`src/rtl/spi_idle_ctrl.sv`:
```
module spi_idle_ctrl #(
  parameter int MODE_W = 32,
  parameter int DIV_W  = 8,
  parameter int FW     = 8,
  parameter int LO_BIT = 17,
  parameter int HI_BIT = 18
) (
  input  logic              clk,
  input  logic              rst_n,
  input  logic              cfg_we,
  input  logic [MODE_W-1:0] cfg_mode,
  input  logic [DIV_W-1:0]  cfg_div,
  input  logic [FW-1:0]     tx_byte,
  input  logic              start,
  input  logic              miso,
  output logic              busy,
  output logic              done,
  output logic [FW-1:0]     rx_byte,
  output logic              cfg_err,
  output logic              sclk,
  output logic              cs_n,
  output logic              mosi
);
  localparam int BW = $clog2(FW);

  typedef enum logic [2:0] {S_IDLE, S_SETUP, S_LOW, S_HIGH, S_TRAIL} st_t;

  st_t              state;
  logic             idle_lo, idle_hi;
  logic [DIV_W-1:0] div_r, cnt;
  logic [BW-1:0]    bitn;
  logic [FW-1:0]    tx_sh, rx_sh;

  wire park   = idle_lo ^ idle_hi;
  wire tick   = (cnt == div_r);
  wire in_idl = (state == S_IDLE);
  wire cfg_ok = cfg_we && in_idl;
  wire go     = start && in_idl && !cfg_we && !cfg_err;

  assign busy    = !in_idl;
  assign cfg_err = idle_lo & idle_hi;

  always_ff @(posedge clk or negedge rst_n) begin
    if (!rst_n) begin
      state   <= S_IDLE;
      idle_lo <= 1'b0;
      idle_hi <= 1'b0;
      div_r   <= '0;
      cnt     <= '0;
      bitn    <= '0;
      tx_sh   <= '0;
      rx_sh   <= '0;
      rx_byte <= '0;
      done    <= 1'b0;
      sclk    <= 1'b0;
      cs_n    <= 1'b1;
      mosi    <= 1'b0;
    end else begin
      done <= 1'b0;
      if (!in_idl) cnt <= tick ? '0 : cnt + 1'b1;
      case (state)
        S_IDLE: begin
          if (cfg_ok) begin
            idle_lo <= cfg_mode[LO_BIT];
            idle_hi <= cfg_mode[HI_BIT];
            div_r   <= cfg_div;
            if (cfg_mode[LO_BIT] ^ cfg_mode[HI_BIT]) mosi <= cfg_mode[HI_BIT];
          end else if (go) begin
            state <= S_SETUP;
            cs_n  <= 1'b0;
            cnt   <= '0;
            tx_sh <= tx_byte;
          end
        end
        S_SETUP: if (tick) begin
          state <= S_LOW;
          bitn  <= '0;
          mosi  <= tx_sh[FW-1];
        end
        S_LOW: if (tick) begin
          state <= S_HIGH;
          sclk  <= 1'b1;
          rx_sh <= {rx_sh[FW-2:0], miso};
        end
        S_HIGH: if (tick) begin
          sclk <= 1'b0;
          if (bitn == BW'(FW-1)) begin
            state <= S_TRAIL;
            if (park) mosi <= idle_hi;
          end else begin
            state <= S_LOW;
            bitn  <= bitn + 1'b1;
            tx_sh <= tx_sh << 1;
            mosi  <= tx_sh[FW-2];
          end
        end
        S_TRAIL: if (tick) begin
          state   <= S_IDLE;
          cs_n    <= 1'b1;
          done    <= 1'b1;
          rx_byte <= rx_sh;
        end
        default: state <= S_IDLE;
      endcase
    end
  end

  p_sclk_rest_r2: assert property (@(posedge clk) disable iff (!rst_n)
    cs_n |-> !sclk);
  p_mosi_steady_r2: assert property (@(posedge clk) disable iff (!rst_n)
    sclk |-> $stable(mosi));
  p_park_high_r4: assert property (@(posedge clk) disable iff (!rst_n)
    (cs_n && idle_hi && !idle_lo) |-> mosi);
  p_park_low_r5: assert property (@(posedge clk) disable iff (!rst_n)
    (cs_n && idle_lo && !idle_hi) |-> !mosi);
  p_err_blocks_r7: assert property (@(posedge clk) disable iff (!rst_n)
    (cfg_err && !busy && !cfg_we) |=> !busy);
  p_cfg_locked_r8: assert property (@(posedge clk) disable iff (!rst_n)
    (busy && !done) |=> $stable(cfg_err));
  p_done_once_r9: assert property (@(posedge clk) disable iff (!rst_n)
    done |=> !done);
  p_done_at_cs_r9: assert property (@(posedge clk) disable iff (!rst_n)
    $rose(cs_n) |-> (done && !busy));
endmodule

```
`config.mk`:
```
export PLATFORM = sky130hd
export DESIGN_NAME = spi_idle_ctrl
export DESIGN_NICKNAME = d
export VERILOG_FILES = /design/src/rtl/spi_idle_ctrl.sv
export SDC_FILE = /design/constraint.sdc
export NUM_CORES = 1
export LEC_CHECK = 0
export ABC_AREA = 0
export BUFFER_PORTS_ARGS = -buffer_cell sky130_fd_sc_hd__buf_2
export CAP_MARGIN = 0
export CORE_MARGIN = 5
export CORE_UTILIZATION = 47
export CTS_CLUSTER_SIZE = 14
export DETAILED_ROUTE_END_ITERATION = 8
export GPL_TIMING_DRIVEN = 0
export PLACE_DENSITY_LB_ADDON = 0.15
export SLEW_MARGIN = 10
export SYNTH_ARGS = -nofsm -noshare
export SYNTH_HDL_FRONTEND = slang
export SYNTH_SLANG_ARGS = --single-unit
```
`constraint.sdc`:
```
create_clock -name clk -period 1.74 [get_ports clk]
set_clock_uncertainty 0.05 [all_clocks]
set_input_delay 0.348 -clock clk [delete_from_list [all_inputs] [get_ports clk]]
set_output_delay 0.348 -clock clk [all_outputs]
set_load 0.03 [all_outputs]
```
Word level (Yosys, flattened, before mapping)
Index checks and enable logic that the tools add are counted.
- bits in registers: 52
- bits in latches: 0
- RAM bits: 0
- memory bits (read-only): 0
- input port bits: 53
- output and inout port bits: 14
- word-level logic and storage cells: 92
- memories: 0
- add/sub/neg operators: 2
- $mul: 0
- div/mod/pow operators: 0
- magnitude comparators: 0
- eq/ne operators: 16
- shift-type cells: 0
- multiplexer cells: 36
- bitwise operators: 3
- reductions and logical operators: 22
- operator list (cell ; number):
    $mux 8 ; 9
    $mux 3 ; 9
    $pmux 8 s2 ; 1
    $pmux 3 s5 ; 1
    $mux 1 ; 12
    $ne 2x2->1 const B ; 6
    $reduce_and 6->1 ; 2
    $add 8x1->8 const B ; 1
    $eq 8x8->1 ; 1
    $reduce_and 4->1 ; 2
    $reduce_bool 2->1 ; 4
    $eq 3x2->1 const B ; 2
    $eq 3x3->1 const B ; 2
    $ne 2x1->1 const B ; 3
    $pmux 3 s2 ; 1
    $reduce_and 2->1 ; 3
    $reduce_and 5->1 ; 1
    $logic_and 1x1->1 ; 4
    $pmux 1 s2 ; 2
    $add 3x1->3 const B ; 1
    $eq 3x1->1 const B ; 1
    $logic_not 1->1 ; 3
    $logic_not 3->1 ; 1
    $ne 3x3->1 const B ; 1
    other kinds (5) ; 6

Depth between registers and ports, before layout
Gate-level depths: netlist (run 1).
- depth after elaboration: 7
- gate-level depth with buffers: 8

Worst setup path after synthesis (run 1)
No wires, ideal clock.
- kind: reg-to-reg
- start point: reg bitn[0]
- end point: reg mosi
- library setup time: 120 ps
- arrival time: 1687 ps
- slack: -117 ps
- stages on the path, launching flop included: 9
- buffers on the path: 1
- clock period less this slack: 1857 ps
- cell sequence: dfrtp_1 > ha_1 > ha_1 > clkbuf_1 > nand2_1 > o21ai_0 > a221oi_1 > a31oi_1 > o211a_1
- word-level cells in the longest chain between the ends: 4
- RTL lines (item ; RTL line ; text):
    from (decl) ; 31 ; logic [BW-1:0] bitn;
    from (signal assigned) ; 92 ; bitn <= bitn + 1'b1;
    $eq 3x3->1 (*) ; 87 ; if (bitn == BW'(FW-1)) begin
    $mux 1 ; 87 ;
    $mux 1 ; 85 ; S_HIGH: if (tick) begin
    $pmux 1 s3 ; 61 ; case (state)
    to (signal assigned) ; 67 ; if (cfg_mode[LO_BIT] ^ cfg_mode[HI_BIT]) mosi <= cfg_mode[HI_BIT];
    to (signal assigned) ; 89 ; if (park) mosi <= idle_hi;
    to (signal assigned) ; 94 ; mosi <= tx_sh[FW-2];
    to (decl) ; 22 ; output logic mosi
Mark *: on every way between the ends. The rest lies on a longest branch, timed or not. The select of a mux whose other input is x is not followed.
A chain may end at the register's enable or synchronous reset.

Worst setup path in the final report (run 1)
Ends and elaborated chain as after synthesis.

==> impl_metrics.yaml, run 1 <==
grt:
  grt_pass1_wl_um: 9400
  antenna_found_initial: 0
  grt_use_total: 0.166
  first_global_vias: 1939
  grt_start_max_net_pins: 53
  gr-total-overflow: 0
synthesis:
  yosys_warnings: 0
  synth_edf_count: 0
  synth_top_family_by_area: "simple AND/OR/NAND/NOR gates"
  synth_simple_gate_area_frac: 0.133
  muxShareOfSynthArea: 0.125
  ys.flop_type: "dfrtp_1"
  yosysUniqueCellTypes: 48
  synth_area_mm2: 0.00252
  syn-num-nets: 270
  postSynthAreaPerCell_um2: 11.8
  async_reset_ff_frac: 1.00
  synthAdderAreaFrac: 0.0199
  yosysSeqAreaShare: 0.517
  ys_ff_latch: 52
  synth_cells: 213
  synth_xor_area_frac: 0.0521
  synth_compound_area_frac: 0.109
worst_setup_path:
  worstSetupStartpointType: "register"
  cp_common_cell: "ha_4"
  crit_buf_inv: 1
  cp_data_required_time_ns: 1.88
  arrival_ns: 1.94
  r2r-start: "bitn[0]"
  ff2ff_setup_slack_ns: -0.06
  crit_chain: "ha_4 > ha_4 > buf_8 > nand2_2 > o21ai_2 > a221oi_2 > a31oi_1 > o211a_1"
  cp_slowest_stage_delay_ns: 0.43
  rr_endpoint: "mosi"
  cp_max_fo: 3
  reg2regPathDepth: 8
  crit_type: "reg -> reg"
  cp-end-kind: "register"
  critPathTopFamily: "compound AO/OA/AOI/OAI gates"
  crit_slowest_cell: "dfrtp_1"
finish:
  diodes: 0
  layout_commonest_cell: "dfrtp_1"
  syn2layout_area_growth_pct: 34.9
  fin_nets: 348
  layout-drive-gt1-share: 0.493
  final_cell_mix: "dfrtp_1, buf_2, buf_4, mux2_2, nor2_1"
  final_cells: 362
timing:
  fin_ws_ns: -0.0574
  period_share: 1.03
  setup_tns_ns: -0.0786
  period_minus_slack_ns: 1.80
  setup_viol: 3
  rsz0062_at_grt: "yes"
  max_freq_mhz: 556
  slew_headroom: 0.566
  hold_violations: 0
  slew_viol_final: 0
  tightest_slew_ns: 0.651
drt:
  drc: 0
  detail_route.iter0.violations: 67
  vias: 1894
  vias_per_cell: 5.23
  dr.pass1.iters: 4
  ant_nets: 0
  wirelength_um: 5720
  wl_per_cell_um: 15.8
run:
  cap_viol_max_count: 0
power:
  cellPowerDensity_mw_per_mm2: 1420
  ir_drop_mv: 0.664
  leakage_nw: 1.65
cts:
  clkSinkCount: 52
  cts_inserted_buffers: 5
  cts_tree: "done"
  hold_buffers: 0
  clk_pin_slew_ns: 0.09
  htreeDepth: 2
  root_buffer: "clkbuf_8"
  cts_buffer_depth: 2
  clk_latency_ns: 0.30
placement:
  place_inst: 319
  port_buffers: 36
  dp_slack_ns: -0.284
  gp_congestion: 0.820
  dpl.hpwl_um: 3350
die:
  start_util: 0.487
  dieArea_mm2: 0.00693
  die_width_um: 83.2
  num_rows: 26
  die_y_um: 83.2
  core_mm2: 0.00517
  pin_count: 67
outcome:
  status: "finished with violations"
  violations: "setup timing"
min_path:
  min_path_type: "in -> async"
## routing by layer
layer	vias up	track usage	wire length [um]
met5	-	0	0
met4	0	0.0446	55
met3	5	0.0455	250
met2	38	0.268	2850
met1	943	0.219	2570
li1	908	-	-
## synthesized netlist by cell type, types with 2 or more instances
master / instances / area share
xor2_1: 6 / 0.021
nand2_1: 11 / 0.016
a31oi_1: 8 / 0.020
clkbuf_1: 2 / 0.0030
inv_1: 10 / 0.015
mux2_2: 27 / 0.12
o21ai_0: 3 / 0.0060
xnor2_1: 9 / 0.031
buf_2: 3 / 0.0060
dfrtp_1: 51 / 0.51
nor3_1: 2 / 0.0040
nor2_1: 19 / 0.028
ha_1: 4 / 0.020
buf_6: 2 / 0.0089
nor3b_1: 3 / 0.0089
nand4_1: 7 / 0.017
o22a_1: 7 / 0.024
buf_4: 3 / 0.0089
and3_1: 3 / 0.0074
a221o_1: 4 / 0.016
and3b_1: 2 / 0.0069
## worst max-delay path by stage
stage / startpoint / to / depth (start not counted)
after floorplan: state[1] / tx_sh[1] / 8
after global placement: state[2] / tx_sh[7] / 7
after detailed placement: state[2] / tx_sh[7] / 7
after CTS: bitn[1] / mosi / 8
after global routing: bitn[0] / mosi / 8
final: bitn[0] / mosi / 8
## registers in the layout, summed over array words and instances (netlist names)
signal and count:
cnt 8, div_r 8, rx_byte 8, rx_sh 8
tx_sh 8, bitn 3, state 3, cs_n 1
done 1, idle_hi 1, idle_lo 1, mosi 1
sclk 1
## worst reg2reg max path, cell delays in order, from the launching register on
cell and delay (ns):
dfrtp_1 0.43, ha_4 0.18, ha_4 0.16, buf_8 0.12, nand2_2 0.05, o21ai_2 0.05, a221oi_2 0.27, a31oi_1 0.15
o211a_1 0.24
## power by group
| part | leakage (nW) | switching (mW) | internal [mW] |
|---|---|---|---|
| logic | 0.942 | 1.04 | 1.16 |
| registers | 0.658 | 0.242 | 1.56 |
| clock network | 0.0541 | 0.395 | 0.426 |
## cell families (layout without fill, tap and decap cells)
family                     after synthesis  in the layout
AOI/OAI and AO/OA                       32             32
DFF                                     52             52
muxes                                   28             28
xor gates and xnor gates                15             15
adders and majority gates                4              4
and+or+nand+nor                         60             60
buffers and inverters                   22            101
## metrics by stage
stage               hold slack (ns)  area, um2  utilization  total power, mW
floorplan                   0.00241       2530            -             3.11
global placement              0.430       2800        0.541             3.45
detailed placement            0.437       2800        0.541             3.49
CTS                           0.213       3170        0.612             4.56
global route                 0.0651       3400        0.657             5.14
finish                       0.0143       3400        0.657             4.82
## final cells by class
type / instances / area [um2]
Multi-Input combinational cell: 139 / 1260
Fill cell: 403 / 1770
Buffer: 8 / 76.3
Sequential cell: 52 / 1310
Inverter: 11 / 43.8
Clock buffer: 5 / 68.8
Tap cell: 70 / 87.6
Clock inverter: 3 / 42.5
Timing Repair Buffer: 74 / 515
## repair_timing
item / CTS / global route
gates cloned: 1 / 0
setup buffers: 25 / 14
endpoints found under the setup margin: 48 / 47
pin swaps: 10 / 24
resized for setup: 22 / 37
No activity file was read; power rests on OpenSTA's default activity.
==> run 2, diff against run 1 <==
--- a/config.mk
+++ b/config.mk
@@ -9,7 +9,7 @@
 export BUFFER_PORTS_ARGS = -buffer_cell sky130_fd_sc_hd__buf_2
 export CAP_MARGIN = 0
 export CORE_MARGIN = 5
-export CORE_UTILIZATION = 47
+export CORE_UTILIZATION = 56
 export CTS_CLUSTER_SIZE = 14
 export DETAILED_ROUTE_END_ITERATION = 8
 export GPL_TIMING_DRIVEN = 0
==> constraint.sdc (replaced) <==
create_clock -name clk -period 2.3 [get_ports clk]
set_clock_uncertainty 0.05 [all_clocks]
set_input_delay 0.46 -clock clk [delete_from_list [all_inputs] [get_ports clk]]
set_output_delay 0.46 -clock clk [all_outputs]
set_load 0.03 [all_outputs]
==> run 2 against run 1 <==
Net effect: the run now ends clean; critical path type unchanged; die area down 14%; global-route usage up 0.52 points; routed wire length down 18%; first-iteration DRC count up 10%; maximum frequency down 13%; register-to-register slack better by 0.29 ns; design area down 16%.
==> impl_metrics.yaml, run 2 (synthesis results as in run 1) <==
outcome:
  status: "completed"
cts:
  clk_pin_slew_ns: 0.10
  clk_latency_ns: 0.31
  root_buffer: "clkbuf_8"
  post-cts-setup-buffer-count: 0
  cts_inserted_buffers: 5
  clkSinkCount: 52
  post_cts_resized: 0
  cts_buffer_depth: 2
  cts_tree: "done"
  hold_buffers: 0
  htreeDepth: 2
finish:
  layout_commonest_cell: "dfrtp_1"
  finalInstanceArea_mm2: 0.00286
  final_cell_mix: "dfrtp_1, buf_2, mux2_2, nor2_1, nand2_1"
  syn2layout_area_growth_pct: 13.5
  multi_input_area_mm2: 0.00110
  final-seq-area_mm2: 0.00130
  layout-drive-gt1-share: 0.358
  diodes: 0
  fillers: 362
  fin_nets: 313
die:
  start_util: 0.579
  num_rows: 24
  die_y_um: 77.1
  dieArea_mm2: 0.00594
  die_width_um: 77.1
  core_mm2: 0.00435
  pin_count: 67
timing:
  period_share: 0.901
  hold_violations: 0
  holdWs_ns: 0.113
  max_freq_mhz: 483
  period_minus_slack_ns: 2.07
  setup_tns_ns: 0
  slew_headroom: 0.576
  slew_viol_final: 0
  setup_viol: 0
  rsz0062_at_grt: "no"
  tightest_slew_ns: 0.636
run:
  cap_viol_max_count: 0
placement:
  port_buffers: 36
  dpl.hpwl_um: 3320
  gp_congestion: 0.777
  dpl_cell_area_mm2: 0.00277
worst_setup_path:
  critPathTopFamily: "compound AO/OA/AOI/OAI gates"
  cp_common_cell: "ha_1"
  crit_type: "reg -> reg"
  cp_max_fo: 10
  cp_slowest_stage_delay_ns: 0.41
  crit_chain: "ha_1 > ha_1 > clkbuf_1 > o21ai_0 > a221oi_1 > a31oi_1 > o211a_1"
  cp-end-kind: "register"
  worstSetupStartpointType: "register"
  crit_buf_inv: 1
  crit_slowest_cell: "dfrtp_1"
  arrival_ns: 2.22
  cp_data_required_time_ns: 2.45
drt:
  drc: 0
  wirelength_um: 4670
  wl_per_cell_um: 15.1
  vias_per_cell: 5.47
  detail_route.iter0.violations: 74
  vias: 1690
  dr.pass1.iters: 4
  ant_nets: 0
grt:
  antenna_found_initial: 0
  grt_pass1_wl_um: 8320
  grt_start_max_net_pins: 53
  gr-total-overflow: 0
  first_global_vias: 1774
  grt_use_total: 0.171
power:
  p_switching_mw: 1.14
  pwr-share-clk: 0.174
  ir_drop_mv: 0.596
  leakage_nw: 1.41
  combPwrFrac: 0.388
  cellPowerDensity_mw_per_mm2: 1100
  seqPwrFrac: 0.438
  swShare: 0.362
  p_int_mw: 2.01
  power.total_mw: 3.15
min_path:
  min_path_type: "in -> async"
[run 2: final cells by class]
cell class,count,share of cell area
buffer,11,0.0253
timing repair buffer,36,0.0638
sequential,52,0.455
clock buffer,5,0.0240
tap,52,0.0227
clock inverter,3,0.00874
inverter,11,0.0144
multi-input combinational,139,0.386
[run 2: per-stage QoR]
step	instances	utilization	setup WS [ns]
3_5_place_dp	301	0.635	0.275
6_report	309	0.657	0.229
4_1_cts	309	0.657	0.243
5_1_grt	309	0.657	0.0141
3_3_place_gp	301	0.635	0.272
2_1_floorplan	213	-	0.443
[run 2: power groups by stage]
stage	clock, mW	sequential, mW	combinational (mW)
2_1_floorplan	0	1.38	0.962
3_3_place_gp	0	1.39	1.20
3_5_place_dp	0	1.40	1.22
4_1_cts	0.563	1.38	1.23
5_1_grt	0.607	1.42	1.36
6_report	0.547	1.38	1.22
[run 2: layer usage]
metal	routed length [um]	vias to the layer above	GRT usage
met1	2280	806	0.233
met3	252	7	0.0562
li1	-	839	-
met4	66	0	0.0670
met2	2070	38	0.253
met5	0	-	0
[run 2: worst paths after layout]
kind	start	end	slack (ns)	cells after the start
max in group asynchronous	rst_n	tx_sh[6]	1.66	1
max reg2reg	bitn[0]	mosi	0.23	7
min in group clk	cfg_div[5]	div_r[5]	0.32	2
max	bitn[0]	mosi	0.23	7
min reg2reg	cs_n	cs_n	0.45	2
min	rst_n	div_r[5]	0.11	1
==> run 3, diff against run 2 <==
--- a/config.mk
+++ b/config.mk
@@ -9,7 +9,8 @@
 export BUFFER_PORTS_ARGS = -buffer_cell sky130_fd_sc_hd__buf_2
 export CAP_MARGIN = 0
 export CORE_MARGIN = 5
-export CORE_UTILIZATION = 56
+export CORE_UTILIZATION = 45
+export CTS_BUF_LIST = sky130_fd_sc_hd__clkbuf_16
 export CTS_CLUSTER_SIZE = 14
 export DETAILED_ROUTE_END_ITERATION = 8
 export GPL_TIMING_DRIVEN = 0
==> run 3 against run 2 <==
Net effect: sequential power about the same; clock-buffer cell count stayed put; clock power rose by 38%; routed wire length up 3.8%; worst hold slack gained 0.035 ns; utilization is 12 points lower; first-iteration DRC count rose by 5.4%; design area rose by 2.8%; power increased by 6.4%; register-to-register slack worse by 0.04 ns; critical path type unchanged; largest cell class unchanged.
==> impl_metrics.yaml, run 3 (synthesis results as in run 1) <==
outcome:
  status: "completed"
timing:
  tightest_slew_ns: 0.649
  fin_ws_ns: 0.193
  slew_headroom: 0.567
  period_minus_slack_ns: 2.11
  setup_tns_ns: 0
  max_freq_mhz: 475
  rsz0062_at_grt: "no"
  setup_viol: 0
  hold_violations: 0
  period_share: 0.916
  slew_viol_final: 0
finish:
  syn2layout_area_growth_pct: 16.8
  layout-drive-gt1-share: 0.358
  layout_commonest_cell: "dfrtp_1"
  fillers: 493
  fin_nets: 313
  diodes: 0
  final_cell_mix: "dfrtp_1, buf_2, mux2_2, nor2_1, nand2_1"
cts:
  cts_buffer_depth: 2
  htreeDepth: 2
  clkSinkCount: 52
  root_buffer: "clkbuf_16"
  post-cts-setup-buffer-count: 0
  clk_pin_slew_ns: 0.07
  post_cts_resized: 0
  cts_inserted_buffers: 5
  cts_tree: "done"
  clk_latency_ns: 0.29
  hold_buffers: 0
worst_setup_path:
  critPathTopFamily: "compound AO/OA/AOI/OAI gates"
  cp-end-kind: "register"
  cp_common_cell: "ha_1"
  cp_max_fo: 10
  cp_slowest_stage_delay_ns: 0.39
  cp_data_required_time_ns: 2.43
  crit_chain: "ha_1 > ha_1 > clkbuf_1 > o21ai_0 > a221oi_1 > a31oi_1 > o211a_1"
  worstSetupStartpointType: "register"
  crit_type: "reg -> reg"
  arrival_ns: 2.24
  crit_buf_inv: 1
  crit_slowest_cell: "dfrtp_1"
grt:
  grt_pass1_wl_um: 8440
  antenna_found_initial: 0
  grt_use_total: 0.144
  gr-total-overflow: 0
  grt_start_max_net_pins: 53
  first_global_vias: 1737
placement:
  dp_slack_ns: 0.224
  port_buffers: 36
  dpl.hpwl_um: 3380
  gp_congestion: 0.776
drt:
  drc: 0
  ant_nets: 0
  detail_route.iter0.violations: 78
  dr.pass1.iters: 4
  vias: 1704
  wirelength_um: 4850
  wl_per_cell_um: 14.7
  vias_per_cell: 5.18
die:
  num_rows: 27
  dieArea_mm2: 0.00720
  die_width_um: 84.9
  pin_count: 67
  core_mm2: 0.00547
  start_util: 0.461
  die_y_um: 84.9
power:
  cellPowerDensity_mw_per_mm2: 1140
  ir_drop_mv: 0.631
  leakage_nw: 1.43
run:
  cap_viol_max_count: 0
min_path:
  min_path_type: "in -> async"
run 3: changes by cell type in the layout (fill, tap and decap cells not counted):
cell	before	now
clkbuf_16	0	5
clkbuf_8	5	0
run 3: cell type report:
type | count | area [um2] | share of cell area
buffer | 11 | 72.6 | 0.0246
clock buffer | 5 | 125 | 0.0425
clock inverter | 3 | 25.0 | 0.00850
inverter | 11 | 41.3 | 0.0140
multi-input combinational | 139 | 1100 | 0.375
sequential | 52 | 1300 | 0.442
tap | 72 | 90.1 | 0.0306
timing repair buffer | 36 | 183 | 0.0620
run 3: power breakdown:
group / total (mW) / switching (mW) / internal, mW
registers: 1.38 / 0.197 / 1.18
clock network: 0.756 / 0.344 / 0.411
logic: 1.21 / 0.609 / 0.605
total: 3.35 / 1.15 / 2.20
run 3: layer usage:
layer / up-vias / global-route usage / wire length [um]
met3: 4 / 0.0456 / 256
met5: - / 0 / 0
li1: 841 / - / -
met1: 829 / 0.203 / 2420
met2: 30 / 0.219 / 2140
met4: 0 / 0.0345 / 29
run 3: final timing paths:
check	startpoint	to	slack [ns]	cells past startpoint
max	bitn[0]	mosi	0.19	7
min	rst_n	cnt[3]	0.15	1
max reg2reg	bitn[0]	mosi	0.19	7
min reg2reg	tx_sh[2]	tx_sh[2]	0.44	1
max in group asynchronous	rst_n	tx_sh[3]	1.62	1
min in group clk	miso	rx_sh[0]	0.35	2
run 3: through the flow:
stage | hold slack (ns) | area [um2] | utilization | total power [mW] | std cells
after CTS | 0.348 | 2940 | 0.537 | 3.38 | 329
after floorplan | 0.114 | 2520 | - | 2.34 | 213
after global placement | 0.424 | 2790 | 0.510 | 2.60 | 321
final | 0.148 | 2940 | 0.538 | 3.35 | 329
after detailed placement | 0.428 | 2790 | 0.510 | 2.62 | 321
after global routing | 0.210 | 2940 | 0.538 | 3.59 | 329
